`src/rtl/usbls_pkg.sv`:
```
package usbls_pkg;

    typedef enum logic [1:0] {
        LS_SE0 = 2'b00,
        LS_J   = 2'b01,
        LS_K   = 2'b10,
        LS_SE1 = 2'b11
    } lstate_e;

    typedef enum logic [1:0] {
        MODE_FS    = 2'b00,
        MODE_HS    = 2'b01,
        MODE_CHIRP = 2'b10
    } xmode_e;

    typedef struct packed {
        logic xcvr;
        logic term;
        logic dp;
        logic dm;
        logic squelch;
        logic hs_rx;
    } rx_bundle_t;

    localparam int RX_W = $bits(rx_bundle_t);

    // full-speed, squelched, both single-ended lines low
    localparam logic [RX_W-1:0] RX_RESET_VAL = 6'b110010;

    localparam int SYNC_STAGES = 2;

endpackage

```
`src/rtl/usbls_sync.sv`:
```
module usbls_sync #(
    parameter int              WIDTH   = 1,
    parameter int              STAGES  = 2,
    parameter logic [WIDTH-1:0] RST_VAL = '0
) (
    input  logic             clk_i,
    input  logic             rst_ni,
    input  logic [WIDTH-1:0] d_i,
    output logic [WIDTH-1:0] q_o
);

    logic [WIDTH-1:0] stage_q [STAGES];

    generate
        for (genvar s = 0; s < STAGES; s++) begin : g_stage
            if (s == 0) begin : g_first
                always_ff @(posedge clk_i or negedge rst_ni) begin
                    if (!rst_ni) stage_q[0] <= RST_VAL;
                    else         stage_q[0] <= d_i;
                end
            end else begin : g_next
                always_ff @(posedge clk_i or negedge rst_ni) begin
                    if (!rst_ni) stage_q[s] <= RST_VAL;
                    else         stage_q[s] <= stage_q[s-1];
                end
            end
        end
    endgenerate

    assign q_o = stage_q[STAGES-1];

endmodule

```
`src/rtl/usbls_encoder.sv`:
```
module usbls_encoder
    import usbls_pkg::*;
(
    input  logic       clk_i,
    input  logic       rst_ni,
    input  rx_bundle_t rx_i,
    output lstate_e    ls_o,
    output xmode_e     mode_o
);

    xmode_e  mode_c;
    lstate_e ls_c;
    xmode_e  mode_q;
    lstate_e ls_q;

    always_comb begin
        if (rx_i.xcvr)      mode_c = MODE_FS;
        else if (rx_i.term) mode_c = MODE_CHIRP;
        else                mode_c = MODE_HS;
    end

    always_comb begin
        ls_c = LS_SE0;
        unique case (mode_c)
            MODE_FS: begin
                ls_c = lstate_e'({rx_i.dm, rx_i.dp});
            end
            MODE_HS: begin
                ls_c = rx_i.squelch ? LS_SE0 : LS_J;
            end
            MODE_CHIRP: begin
                if (rx_i.squelch)    ls_c = LS_SE0;
                else if (rx_i.hs_rx) ls_c = LS_J;
                else                 ls_c = LS_K;
            end
            default: ls_c = LS_SE0;
        endcase
    end

    always_ff @(posedge clk_i or negedge rst_ni) begin
        if (!rst_ni) begin
            ls_q   <= LS_SE0;
            mode_q <= MODE_FS;
        end else begin
            ls_q   <= ls_c;
            mode_q <= mode_c;
        end
    end

    assign ls_o   = ls_q;
    assign mode_o = mode_q;

    AST_HS_J_ONLY: assert property (@(posedge clk_i) disable iff (!rst_ni)
        (mode_q == MODE_HS) |-> (ls_q == LS_SE0 || ls_q == LS_J));

    AST_CHIRP_NO_SE1: assert property (@(posedge clk_i) disable iff (!rst_ni)
        (mode_q == MODE_CHIRP) |-> (ls_q != LS_SE1));

    AST_SQUELCH_WINS: assert property (@(posedge clk_i) disable iff (!rst_ni)
        (!rx_i.xcvr && rx_i.squelch) |=> (ls_q == LS_SE0));

    AST_FS_MIRROR: assert property (@(posedge clk_i) disable iff (!rst_ni)
        rx_i.xcvr |=> (ls_q == lstate_e'({$past(rx_i.dm), $past(rx_i.dp)})));

endmodule

```
`src/rtl/usbls_idle_fsm.sv`:
```
module usbls_idle_fsm
    import usbls_pkg::*;
#(
    parameter int LIMIT = 180000
) (
    input  logic    clk_i,
    input  logic    rst_ni,
    input  lstate_e ls_i,
    input  xmode_e  mode_i,
    output logic    pulse_o
);

    localparam int CNT_W = $clog2(LIMIT + 1);
    localparam logic [CNT_W-1:0] LAST_CNT = CNT_W'(LIMIT - 1);

    typedef enum logic [1:0] {
        IF_WAIT  = 2'b00,
        IF_COUNT = 2'b01,
        IF_HOLD  = 2'b10
    } idle_st_e;

    idle_st_e         state_q, state_d;
    logic [CNT_W-1:0] cnt_q, cnt_d;
    logic             pulse_q, pulse_d;
    xmode_e           mode_d1_q;
    logic             qualify;
    logic             at_last;

    always_ff @(posedge clk_i or negedge rst_ni) begin
        if (!rst_ni) mode_d1_q <= MODE_FS;
        else         mode_d1_q <= mode_i;
    end

    assign qualify = (mode_i == MODE_HS) && (ls_i == LS_SE0) && (mode_i == mode_d1_q);
    assign at_last = (cnt_q == LAST_CNT);

    // state register
    always_ff @(posedge clk_i or negedge rst_ni) begin
        if (!rst_ni) state_q <= IF_WAIT;
        else         state_q <= state_d;
    end

    // next state
    always_comb begin
        state_d = state_q;
        unique case (state_q)
            IF_WAIT:  if (qualify) state_d = IF_COUNT;
            IF_COUNT: begin
                if (!qualify)    state_d = IF_WAIT;
                else if (at_last) state_d = IF_HOLD;
            end
            IF_HOLD:  if (ls_i != LS_SE0) state_d = IF_WAIT;
            default:  state_d = IF_WAIT;
        endcase
    end

    // outputs and run counter
    always_comb begin
        cnt_d   = '0;
        pulse_d = 1'b0;
        unique case (state_q)
            IF_WAIT:  cnt_d = qualify ? CNT_W'(1) : '0;
            IF_COUNT: begin
                if (qualify && !at_last) cnt_d = cnt_q + CNT_W'(1);
                pulse_d = qualify && at_last;
            end
            IF_HOLD:  cnt_d = '0;
            default:  cnt_d = '0;
        endcase
    end

    always_ff @(posedge clk_i or negedge rst_ni) begin
        if (!rst_ni) begin
            cnt_q   <= '0;
            pulse_q <= 1'b0;
        end else begin
            cnt_q   <= cnt_d;
            pulse_q <= pulse_d;
        end
    end

    assign pulse_o = pulse_q;

    AST_PULSE_SINGLE: assert property (@(posedge clk_i) disable iff (!rst_ni)
        pulse_q |=> !pulse_q);

    AST_PULSE_AFTER_IDLE: assert property (@(posedge clk_i) disable iff (!rst_ni)
        pulse_q |-> ($past(ls_i) == LS_SE0 && $past(mode_i) == MODE_HS));

    AST_CNT_BOUND: assert property (@(posedge clk_i) disable iff (!rst_ni)
        cnt_q < CNT_W'(LIMIT));

    AST_RUN_RESTART: assert property (@(posedge clk_i) disable iff (!rst_ni)
        !qualify |=> (cnt_q == '0));

    AST_NO_REFIRE: assert property (@(posedge clk_i) disable iff (!rst_ni)
        (state_q == IF_HOLD && ls_i == LS_SE0) |=> (state_q == IF_HOLD && !pulse_q));

endmodule

```
`src/rtl/usb_linestate_rst.sv`:
```
module usb_linestate_rst
    import usbls_pkg::*;
#(
    parameter int CLK_HZ  = 60_000_000,
    parameter int IDLE_US = 3000
) (
    input  logic       clk_i,
    input  logic       rst_ni,
    input  logic       xcvr_sel_i,
    input  logic       term_sel_i,
    input  logic       dp_rx_i,
    input  logic       dm_rx_i,
    input  logic       squelch_i,
    input  logic       hs_rx_i,
    output logic [1:0] linestate_o,
    output logic       bus_reset_o
);

    localparam int CYC_PER_US  = CLK_HZ / 1_000_000;
    localparam int IDLE_CYCLES = CYC_PER_US * IDLE_US;

    rx_bundle_t     rx_raw;
    logic [RX_W-1:0] rx_sync_vec;
    rx_bundle_t     rx_sync;
    lstate_e        ls;
    xmode_e         mode;

    always_comb begin
        rx_raw.xcvr    = xcvr_sel_i;
        rx_raw.term    = term_sel_i;
        rx_raw.dp      = dp_rx_i;
        rx_raw.dm      = dm_rx_i;
        rx_raw.squelch = squelch_i;
        rx_raw.hs_rx   = hs_rx_i;
    end

    usbls_sync #(
        .WIDTH   (RX_W),
        .STAGES  (SYNC_STAGES),
        .RST_VAL (RX_RESET_VAL)
    ) u_sync (
        .clk_i  (clk_i),
        .rst_ni (rst_ni),
        .d_i    (rx_raw),
        .q_o    (rx_sync_vec)
    );

    assign rx_sync = rx_bundle_t'(rx_sync_vec);

    usbls_encoder u_enc (
        .clk_i  (clk_i),
        .rst_ni (rst_ni),
        .rx_i   (rx_sync),
        .ls_o   (ls),
        .mode_o (mode)
    );

    usbls_idle_fsm #(
        .LIMIT (IDLE_CYCLES)
    ) u_idle (
        .clk_i   (clk_i),
        .rst_ni  (rst_ni),
        .ls_i    (ls),
        .mode_i  (mode),
        .pulse_o (bus_reset_o)
    );

    assign linestate_o = ls;

    AST_RESET_QUIET: assert property (@(posedge clk_i)
        !rst_ni |-> (linestate_o == 2'b00 && !bus_reset_o));

endmodule

```
`config.mk`:
```
export PLATFORM = sky130hd
export DESIGN_NAME = usb_linestate_rst
export DESIGN_NICKNAME = d
export VERILOG_FILES = /design/src/rtl/usbls_pkg.sv /design/src/rtl/usbls_sync.sv /design/src/rtl/usbls_encoder.sv /design/src/rtl/usbls_idle_fsm.sv /design/src/rtl/usb_linestate_rst.sv
export SDC_FILE = /design/constraint.sdc
export NUM_CORES = 1
export LEC_CHECK = 0
export ABC_AREA = 1
export ABC_CLOCK_PERIOD_IN_PS = 1240
export BUFFER_PORTS_ARGS = -buffer_cell sky130_fd_sc_hd__buf_2
export CAP_MARGIN = 10
export CORE_MARGIN = 2
export CORE_UTILIZATION = 34
export DETAILED_ROUTE_END_ITERATION = 12
export GPL_ROUTABILITY_DRIVEN = 0
export HOLD_SLACK_MARGIN = 0.15
export PLACE_DENSITY_LB_ADDON = 0.3
export SKIP_LAST_GASP = 1
export SYNTH_ARGS = -nofsm -noshare
export SYNTH_HDL_FRONTEND = slang
export SYNTH_SLANG_ARGS = --single-unit
```
`constraint.sdc`:
```
create_clock -name clk_i -period 1.24 [get_ports clk_i]
set_input_delay 0.124 -clock clk_i [delete_from_list [all_inputs] [get_ports clk_i]]
set_output_delay 0.124 -clock clk_i [all_outputs]
set_load 0.01 [all_outputs]
```
==> impl_metrics.ini, run 1 <==
[placed_design]
post-dp-hpwl_mm = 2.12
dp.cells = 254
port_buffers = 10
dp_worst_setup_slack_ns = -0.117

[critical_path]
r2r_slack_ns = -0.15
worstPathArrival_ns = 1.57
worst_setup_path_start_kind = flop
critPathCaptureType = flop
cp_data_required_time_ns = 1.43
crit_fanout = 6
criticalPathCategory = reg -> reg

[sta]
timing.final.crit_period_ns = 1.39
final.setup_skew_ns = 0.00531
finalCritPeriodShare = 1.12
finalSetupViolations = 21
final_hold_viol_count = 0
timing.final.max_slew_violations = 0
grt_setup_unrepaired = yes
slew_headroom = 0.763
transition_time_at_the_pin_with_the_least_slew_margin_ns = 0.356
timing.fmax_mhz = 720
final_critical_path_setup_slack_ns = -0.149

[detailed_routing]
drt_iter0_markers = 25
dr.pass1.iters = 3
average_wire_per_standard_cell_um = 10.9
drc = 0
route.final.wire_length_mm = 2.96
detail_route.vias_per_cell = 4.35
routed-via-count = 1183
postRouteAntennaNets = 0

[status]
status = finished with violations
violations = negative setup slack

[cts]
clock_path_buffers = 2
worstSkewPairLatency_ns = 0.29
tritoncts_num_sinks = 39
clockRootBuffer = clkbuf_8
numCtsBuffers = 5
cts_tree = done
post_cts_clock_slew_at_the_launch_and_capture_registers_of_the_worst_setup_and_hold_paths_ns = 0.08
cts.htree.levels = 2

[pwr]
cellInternalPower_mw = 1.81
pwr-share-comb = 0.038
power.switching_mw = 0.517
power_per_cell_area_nw_per_um2 = 1060
static-leakage-power_nw = 0.961
vdd_drop_max_mv = 0.737
power_frac_seq = 0.569
clockPowerShare = 0.393
switching_share_of_power = 0.223

[final_layout]
n_fill_cell = 455
layout_commonest_cell = dfrtp_1
instances_no_fill = 272
finalNetCount = 226
diodes = 0
flow.area_growth_from_synthesis_pct = 33.2
drive_above_1_share = 0.335
final_cell_mix = 33 x dfrtp_1, 32 x nand2_1, 30 x nor2_1

[grt]
first_pass_grt_wire_length_mm = 5.22
global_route.overflow_total = 0
all_layer_global_routing_usage = 0.129
number_of_global_route_vias_before_repair = 1196
grt_antenna_before_repair = 0
maximum_number_of_pins_on_one_net_before_global_route_repair = 26

[worst_hold_path]
path_type_of_the_worst_min_delay_path = in -> async

[floorplan]
core_um2 = 4690
fp.dieH_um = 73.5
initial_core_util = 0.350
chipWidth_um = 73.5
design.die.area_um2 = 5400
rows = 25
num_io_pins = 11

[logic_synthesis]
part_of_the_yosys_area_used_for_sequential_elements = 0.599
syn-cell-area_um2 = 1640
synth_warnings = 0
ys_ff_latch = 39
synth.net_count = 177
synth_cells = 168
synth_cell_type_count = 25
syn-mean-instance-area_um2 = 9.78

[flow_run]
drv.max_cap_violation_count = 0
per-layer routing:
layer  global-route usage  up-vias  wire [um]  share of wire
met4               0.0606        0         63          0.021
met1                0.160      545       1430           0.48
met2                0.203       15       1360           0.46
met3               0.0412        4        100          0.034
met5                    0        -          0              0
li1                     -      619          -              -
timing repair:
item / 4_1_cts / 5_1_grt
endpoints found under the hold margin: 39 / 0
resized for setup: 1 / 9
endpoints found under the setup margin: 21 / 21
setup buffers: 0 / 1
gates cloned: 0 / 2
pin swaps: 1 / 7
hold buffers: 7 / 0
power groups by stage:
stage	Sequential (mW)	Combinational [mW]	Clock, mW
after CTS	1.32	0.0906	0.949
after detailed placement	1.35	0.0737	0
after floorplan	1.35	0.0154	0
final	1.32	0.0892	0.913
after global placement	1.35	0.0734	0
after global routing	1.33	0.103	1.01
metrics by stage:
stage / TNS, ns / instance area, um^2 / power [mW] / hold slack [ns] / utilization
after floorplan: -0.394 / 1670 / 1.36 / -0.172 / -
after global placement: -1.24 / 1960 / 1.42 / 0.0581 / 0.418
after detailed placement: -1.80 / 1960 / 1.42 / 0.0583 / 0.418
after CTS: -1.87 / 2130 / 2.36 / 0.282 / 0.454
after global routing: -4.03 / 2190 / 2.44 / 0.292 / 0.466
final: -2.46 / 2190 / 2.33 / 0.268 / 0.466
kinds of logic after synthesis:
kind of cell             synth area share
AND/OR/NAND/NOR                     0.266
flip-flops                          0.599
buffers and inverters              0.0487
AO/OA/AOI/OAI                      0.0366
XOR/XNOR                           0.0427
adder cells (fa/ha/maj)           0.00761
path summary, 6_finish.rpt:
| kind | startpoint | endpoint | cells past startpoint |
|---|---|---|---|
| setup / recovery | u_idle.cnt_q[0] | u_idle.cnt_q[10] | 8 |
| hold / removal | rst_ni | u_idle.cnt_q[6] | 2 |
| setup reg to reg | u_idle.cnt_q[0] | u_idle.cnt_q[10] | 8 |
| hold reg to reg | u_sync.stage_q[8] | u_sync.q_o[2] | 0 |
| max in group asynchronous | rst_ni | u_sync.stage_q[10] | 3 |
| min in group clk_i | u_sync.stage_q[8] | u_sync.q_o[2] | 0 |
synth_stat cells, drive strengths merged:
| cell type | instances | area share |
|---|---|---|
| o21ai | 2 | 0.0084 |
| xnor2 | 2 | 0.011 |
| dfrtp | 33 | 0.50 |
| o21bai | 3 | 0.014 |
| nand4 | 2 | 0.0076 |
| ha | 1 | 0.0076 |
| dfstp | 6 | 0.096 |
| nand3b | 1 | 0.0046 |
| nor2 | 39 | 0.12 |
| nand2 | 36 | 0.087 |
| nand3 | 10 | 0.040 |
| or2 | 1 | 0.0038 |
| a21oi | 2 | 0.0061 |
| o31ai | 1 | 0.0046 |
| inv | 20 | 0.049 |
| a31oi | 1 | 0.0038 |
| nor3 | 2 | 0.0061 |
| xor2 | 6 | 0.032 |
critical path, cell delays in order, from the launching register on:
cell	delay, ns
dfrtp_1	0.42
ha_4	0.17
nand3_4	0.09
inv_2	0.07
nand3_2	0.09
nor2_4	0.22
nor2_8	0.08
clkinv_2	0.10
nor2_1	0.05
registers in the layout, indices dropped and copies added, names as in the netlist:
register          flops
u_sync.stage_q        6
u_enc.mode_o          2
u_idle.cnt_q         18
u_idle.mode_d1_q      2
u_sync.q_o            6
u_idle.state_q        2
u_idle.pulse_o        1
u_enc.ls_o            2
cell type report:
type / instances / area (um^2) / share of cell area
multi-input combinational: 110 / 648 / 0.296
inverter: 20 / 80.1 / 0.0366
sequential: 39 / 983 / 0.449
clock inverter: 2 / 16.3 / 0.00743
tap: 54 / 67.6 / 0.0309
timing repair buffer: 40 / 305 / 0.140
timing repair inverter: 1 / 5.00 / 0.00229
clock buffer: 6 / 82.6 / 0.0377
(Power assumes the default switching activity.)
==> run 2, diff against run 1 <==
Settings changed: ABC_CLOCK_PERIOD_IN_PS 1240 to 1610, PLACE_DENSITY_LB_ADDON 0.3 to default, SLEW_MARGIN from default to 20.
Clock period 1.24 ns to 1.61 ns, I/O delays scaled along.
==> run 2 against run 1 <==
- clock skew barely moved
- combinational power fell by 32%
- sequential power fell by 23%
- highest routed layer unchanged
- final area fell by 10%
- register-to-register slack improved by 0.31 ns
- sequential cell count did not move
- routed wire length fell by 11%
- critical path depth did not move
- die area did not move
- core utilization fell by 4.9 points
- largest power group unchanged
- critical endpoint is now u_idle.cnt_q[16]
- the flow now finishes without violations
- sequential share of layout area rose by 5.2 points
==> impl_metrics.ini, run 2 (synthesis gave the netlist of run 1 again) <==
[grt]
all_layer_global_routing_usage = 0.117
first_pass_grt_wire_length_mm = 4.69
grt_antenna_before_repair = 0
number_of_global_route_vias_before_repair = 1042
maximum_number_of_pins_on_one_net_before_global_route_repair = 40
global_route.overflow_total = 0

[floorplan]
design.die.area_um2 = 5400
fp.dieH_um = 73.5
num_io_pins = 11
initial_core_util = 0.350
rows = 25
core_um2 = 4690
chipWidth_um = 73.5

[detailed_routing]
detail_route.vias_per_cell = 4.41
postRouteAntennaNets = 0
route.final.wire_length_mm = 2.64
routed-via-count = 1098
drc = 0
average_wire_per_standard_cell_um = 10.6
drt_iter0_markers = 69
dr.pass1.iters = 4

[placed_design]
post-dp-hpwl_mm = 1.82
dp.cells = 233
dp_worst_setup_slack_ns = 0.139
port_buffers = 10

[final_layout]
diodes = 0
instances_no_fill = 249
flow.area_growth_from_synthesis_pct = 19.3
final_cell_mix = 33 x nand2_1, 33 x dfrtp_1, 32 x nor2_1
largest_register_ffs = 18
largest_register = u_idle.cnt_q
layout.core_utilization = 0.418
drive_above_1_share = 0.215
finalNetCount = 203
n_fill_cell = 468

[flow_run]
drv.max_cap_violation_count = 0

[cts]
cts.htree.levels = 2
worstSkewPairLatency_ns = 0.29
ctsResizeCount = 0
tritoncts_num_sinks = 39
numCtsBuffers = 5
clock_path_buffers = 2
post_cts_clock_slew_at_the_launch_and_capture_registers_of_the_worst_setup_and_hold_paths_ns = 0.08
cts_tree = done
clockRootBuffer = clkbuf_8

[critical_path]
critPathCaptureType = flop
cp_data_required_time_ns = 1.79
cpLargestDelayFamily = simple AND/OR/NAND/NOR gates
crit_fanout = 4
critical_path_buf_inv_count = 0
worst_setup_path_start_kind = flop
criticalPathCategory = reg -> reg
worstPathCellList = ha_1, nand3_2, nor2_4, nand2_2, nor2_4, nand3_1, nand2_1, nor2_1
worstPathArrival_ns = 1.63
cp_common_cell = nor2_4
worst_path_max_delay_cell = dfrtp_1
critPathMaxStageDelay_ns = 0.38

[worst_hold_path]
path_type_of_the_worst_min_delay_path = reg -> reg

[sta]
timing.final.crit_period_ns = 1.45
final_hold_viol_count = 0
timing.fmax_mhz = 690
finalSetupViolations = 0
grt_setup_unrepaired = no
slew_headroom = 0.681
finalCritPeriodShare = 0.900
setup-tns-final_ns = 0
final.setup_skew_ns = 0.00512
transition_time_at_the_pin_with_the_least_slew_margin_ns = 0.479
timing.final.max_slew_violations = 0
final_critical_path_setup_slack_ns = 0.160

[pwr]
power_per_cell_area_nw_per_um2 = 965
cellInternalPower_mw = 1.50
pwr-share-comb = 0.032
power.switching_mw = 0.390
switching_share_of_power = 0.206
vdd_drop_max_mv = 0.489
power_frac_seq = 0.539
clockPowerShare = 0.429
static-leakage-power_nw = 0.846

[status]
status = completed
==> run 2: final cells by class <==
type	count	area, um^2	area share
Timing Repair Buffer	19	135	0.0689
Clock inverter	3	46.3	0.0236
Inverter	20	80.1	0.0408
Sequential cell	39	983	0.502
Clock buffer	5	68.8	0.0351
Multi-Input combinational cell	109	579	0.295
Tap cell	54	67.6	0.0345
==> run 2: worst paths after layout <==
kind / cells past startpoint / slack (ns) / endpoint / start
setup / recovery: 8 / 0.16 / u_idle.cnt_q[16] / u_idle.cnt_q[0]
hold / removal: 0 / 0.35 / u_sync.q_o[3] / u_sync.stage_q[9]
setup reg to reg: 8 / 0.16 / u_idle.cnt_q[16] / u_idle.cnt_q[0]
hold reg to reg: 0 / 0.35 / u_sync.q_o[3] / u_sync.stage_q[9]
max in group asynchronous: 3 / 0.80 / u_sync.q_o[5] / rst_ni
min in group asynchronous: 3 / 0.44 / u_idle.cnt_q[11] / rst_ni
==> run 2: layer usage <==
metal  GRT usage  vias up  part of all wire
li1            -      574                 -
met1       0.146      505              0.47
met2       0.180       14              0.47
met3      0.0329        5             0.033
met4      0.0667        0             0.030
met5           0        -                 0
==> run 2: power by group through the flow <==
stage	registers [mW]	logic (mW)	clock network [mW]
5_1_grt	1.02	0.0700	0.895
6_report	1.02	0.0606	0.813
3_5_place_dp	1.04	0.0485	0
2_1_floorplan	1.04	0.0118	0
3_3_place_gp	1.04	0.0486	0
4_1_cts	1.02	0.0620	0.848
==> run 2: per-stage QoR <==
| stage | area, um^2 | hold slack [ns] | power, mW |
|---|---|---|---|
| after detailed placement | 1770 | 0.235 | 1.09 |
| after floorplan | 1640 | -0.135 | 1.05 |
| after global routing | 1960 | 0.363 | 1.99 |
| after global placement | 1770 | 0.236 | 1.09 |
| final | 1960 | 0.352 | 1.89 |
| after CTS | 1950 | 0.354 | 1.93 |
==> run 2: repair_timing <==
item                                    in CTS  in global routing
hold buffers                                 7                  0
endpoints found under the hold margin       39                  0
setup buffers                                0                  1
endpoints found under the setup margin       0                  4
==> run 3, diff against run 2 <==
Settings changed: CORE_UTILIZATION 34 to 47.
==> run 3 against run 2 <==
- final cell count shrank 2.0%
- clock power is 20% lower
- final area unchanged
- die area is 26% lower
- critical path depth stayed put
- via count increased by 2.4%
- register-to-register slack got worse by 0.04 ns
- worst hold slack better by 0.00081 ns
- largest cell class unchanged
==> impl_metrics.ini, run 3 (synthesis gave the netlist of run 1 again) <==
[final_layout]
diodes = 0
instances_no_fill = 244
largest_register_ffs = 18
flow.area_growth_from_synthesis_pct = 19.3
largest_register = u_idle.cnt_q
finalNetCount = 206
drive_above_1_share = 0.227
design_area_um2 = 1960
final_cell_mix = 33 x nand2_1, 33 x dfrtp_1, 32 x nor2_1
n_fill_cell = 294

[sta]
transition_time_at_the_pin_with_the_least_slew_margin_ns = 0.478
finalSetupViolations = 0
final_hold_viol_count = 0
timing.fmax_mhz = 670
final.setup_skew_ns = 0.0159
finalCritPeriodShare = 0.927
timing.final.max_slew_violations = 0
slew_headroom = 0.681
timing.final.crit_period_ns = 1.49

[detailed_routing]
route.final.wire_length_mm = 2.85
routed-via-count = 1124
postRouteAntennaNets = 0
average_wire_per_standard_cell_um = 11.7
drt_iter0_markers = 51
detail_route.vias_per_cell = 4.61
dr.pass1.iters = 4
drc = 0

[grt]
first_pass_grt_wire_length_mm = 5.15
grt_antenna_before_repair = 0
global_route.overflow_total = 0
number_of_global_route_vias_before_repair = 1137
all_layer_global_routing_usage = 0.171
maximum_number_of_pins_on_one_net_before_global_route_repair = 40

[placed_design]
port_buffers = 10
placed_area_um2 = 1760
dp.cells = 225
post-dp-hpwl_mm = 1.81

[critical_path]
criticalPathCategory = reg -> reg
worst_setup_path_start_kind = flop
worstPathArrival_ns = 1.74
critPathCaptureType = flop
crit_fanout = 10
cp_data_required_time_ns = 1.85

[floorplan]
fp.dieH_um = 63.1
chipWidth_um = 63.1
initial_core_util = 0.492
rows = 21
design.die.area_um2 = 3980
core_um2 = 3340
num_io_pins = 11

[worst_hold_path]
path_type_of_the_worst_min_delay_path = reg -> reg

[cts]
worstSkewPairLatency_ns = 0.36
cts_tree = done
post_cts_clock_slew_at_the_launch_and_capture_registers_of_the_worst_setup_and_hold_paths_ns = 0.12
cts.htree.levels = 2
clockRootBuffer = clkbuf_4
tritoncts_num_sinks = 39
clock_path_buffers = 2
numCtsBuffers = 5

[pwr]
static-leakage-power_nw = 0.843
power_per_cell_area_nw_per_um2 = 885
vdd_drop_max_mv = 0.627

[flow_run]
drv.max_cap_violation_count = 0

[status]
status = completed
==> run 3: final timing paths <==
| path | from | slack (ns) | to | cells past startpoint |
|---|---|---|---|---|
| setup / recovery | u_idle.cnt_q[0] | 0.12 | u_idle.cnt_q[5] | 8 |
| hold / removal | u_sync.stage_q[6] | 0.35 | u_sync.q_o[0] | 0 |
| setup reg to reg | u_idle.cnt_q[0] | 0.12 | u_idle.cnt_q[5] | 8 |
| hold reg to reg | u_sync.stage_q[6] | 0.35 | u_sync.q_o[0] | 0 |
| max in group asynchronous | rst_ni | 0.87 | u_sync.q_o[5] | 3 |
| min in group asynchronous | rst_ni | 0.36 | u_idle.mode_d1_q[0] | 3 |
==> run 3: worst max-delay path, cell delays in order (launching register included) <==
cell and delay (ns):
dfrtp_1 0.44, ha_4 0.18, nand3_4 0.11, inv_1 0.07
nand3_1 0.11, nor2_4 0.24, nor2_8 0.08, inv_6 0.09
nor2_1 0.05
==> run 3: stage by stage <==
step | hold slack [ns] | setup WS [ns] | utilization | power (mW) | setup TNS (ns)
after floorplan | -0.135 | 0.282 | - | 1.05 | 0
after global placement | 0.228 | 0.200 | 0.527 | 1.09 | 0
after detailed placement | 0.236 | 0.140 | 0.527 | 1.09 | 0
after CTS | 0.353 | 0.0961 | 0.571 | 1.75 | 0
after global routing | 0.357 | -0.00689 | 0.588 | 1.81 | -0.0143
final | 0.352 | 0.118 | 0.588 | 1.74 | 0
==> run 3: cell type report <==
| class | instances | area [um^2] | area share |
|---|---|---|---|
| clock buffer | 6 | 41.3 | 0.0211 |
| tap | 46 | 57.6 | 0.0294 |
| sequential | 39 | 983 | 0.502 |
| inverter | 20 | 80.1 | 0.0408 |
| timing repair buffer | 21 | 150 | 0.0766 |
| clock inverter | 2 | 37.5 | 0.0191 |
| multi-input combinational | 110 | 611 | 0.311 |
==> run 3: what timing repair did <==
action                                 4_1_cts  5_1_grt
resized for setup                            0        3
endpoints found under the hold margin       39        0
setup buffers                                0        3
hold buffers                                 7        0
setup endpoints to repair                    0       21
==> run 3: per-layer routing <==
layer  wire length, um  GRT usage  vias up  share of wire
met4               101     0.0861        0          0.035
li1                  -          -      583              -
met1              1450      0.231      518           0.51
met2              1200      0.243       14           0.42
met3               102     0.0589        9          0.036
met5                 0          0        -              0
==> run 3: where the power goes <==
part	internal (mW)	switching [mW]	leakage [nW]	total [mW]
clock	0.327	0.325	0.0385	0.653
combinational	0.0279	0.0339	0.302	0.0618
sequential	1.01	0.0105	0.503	1.02
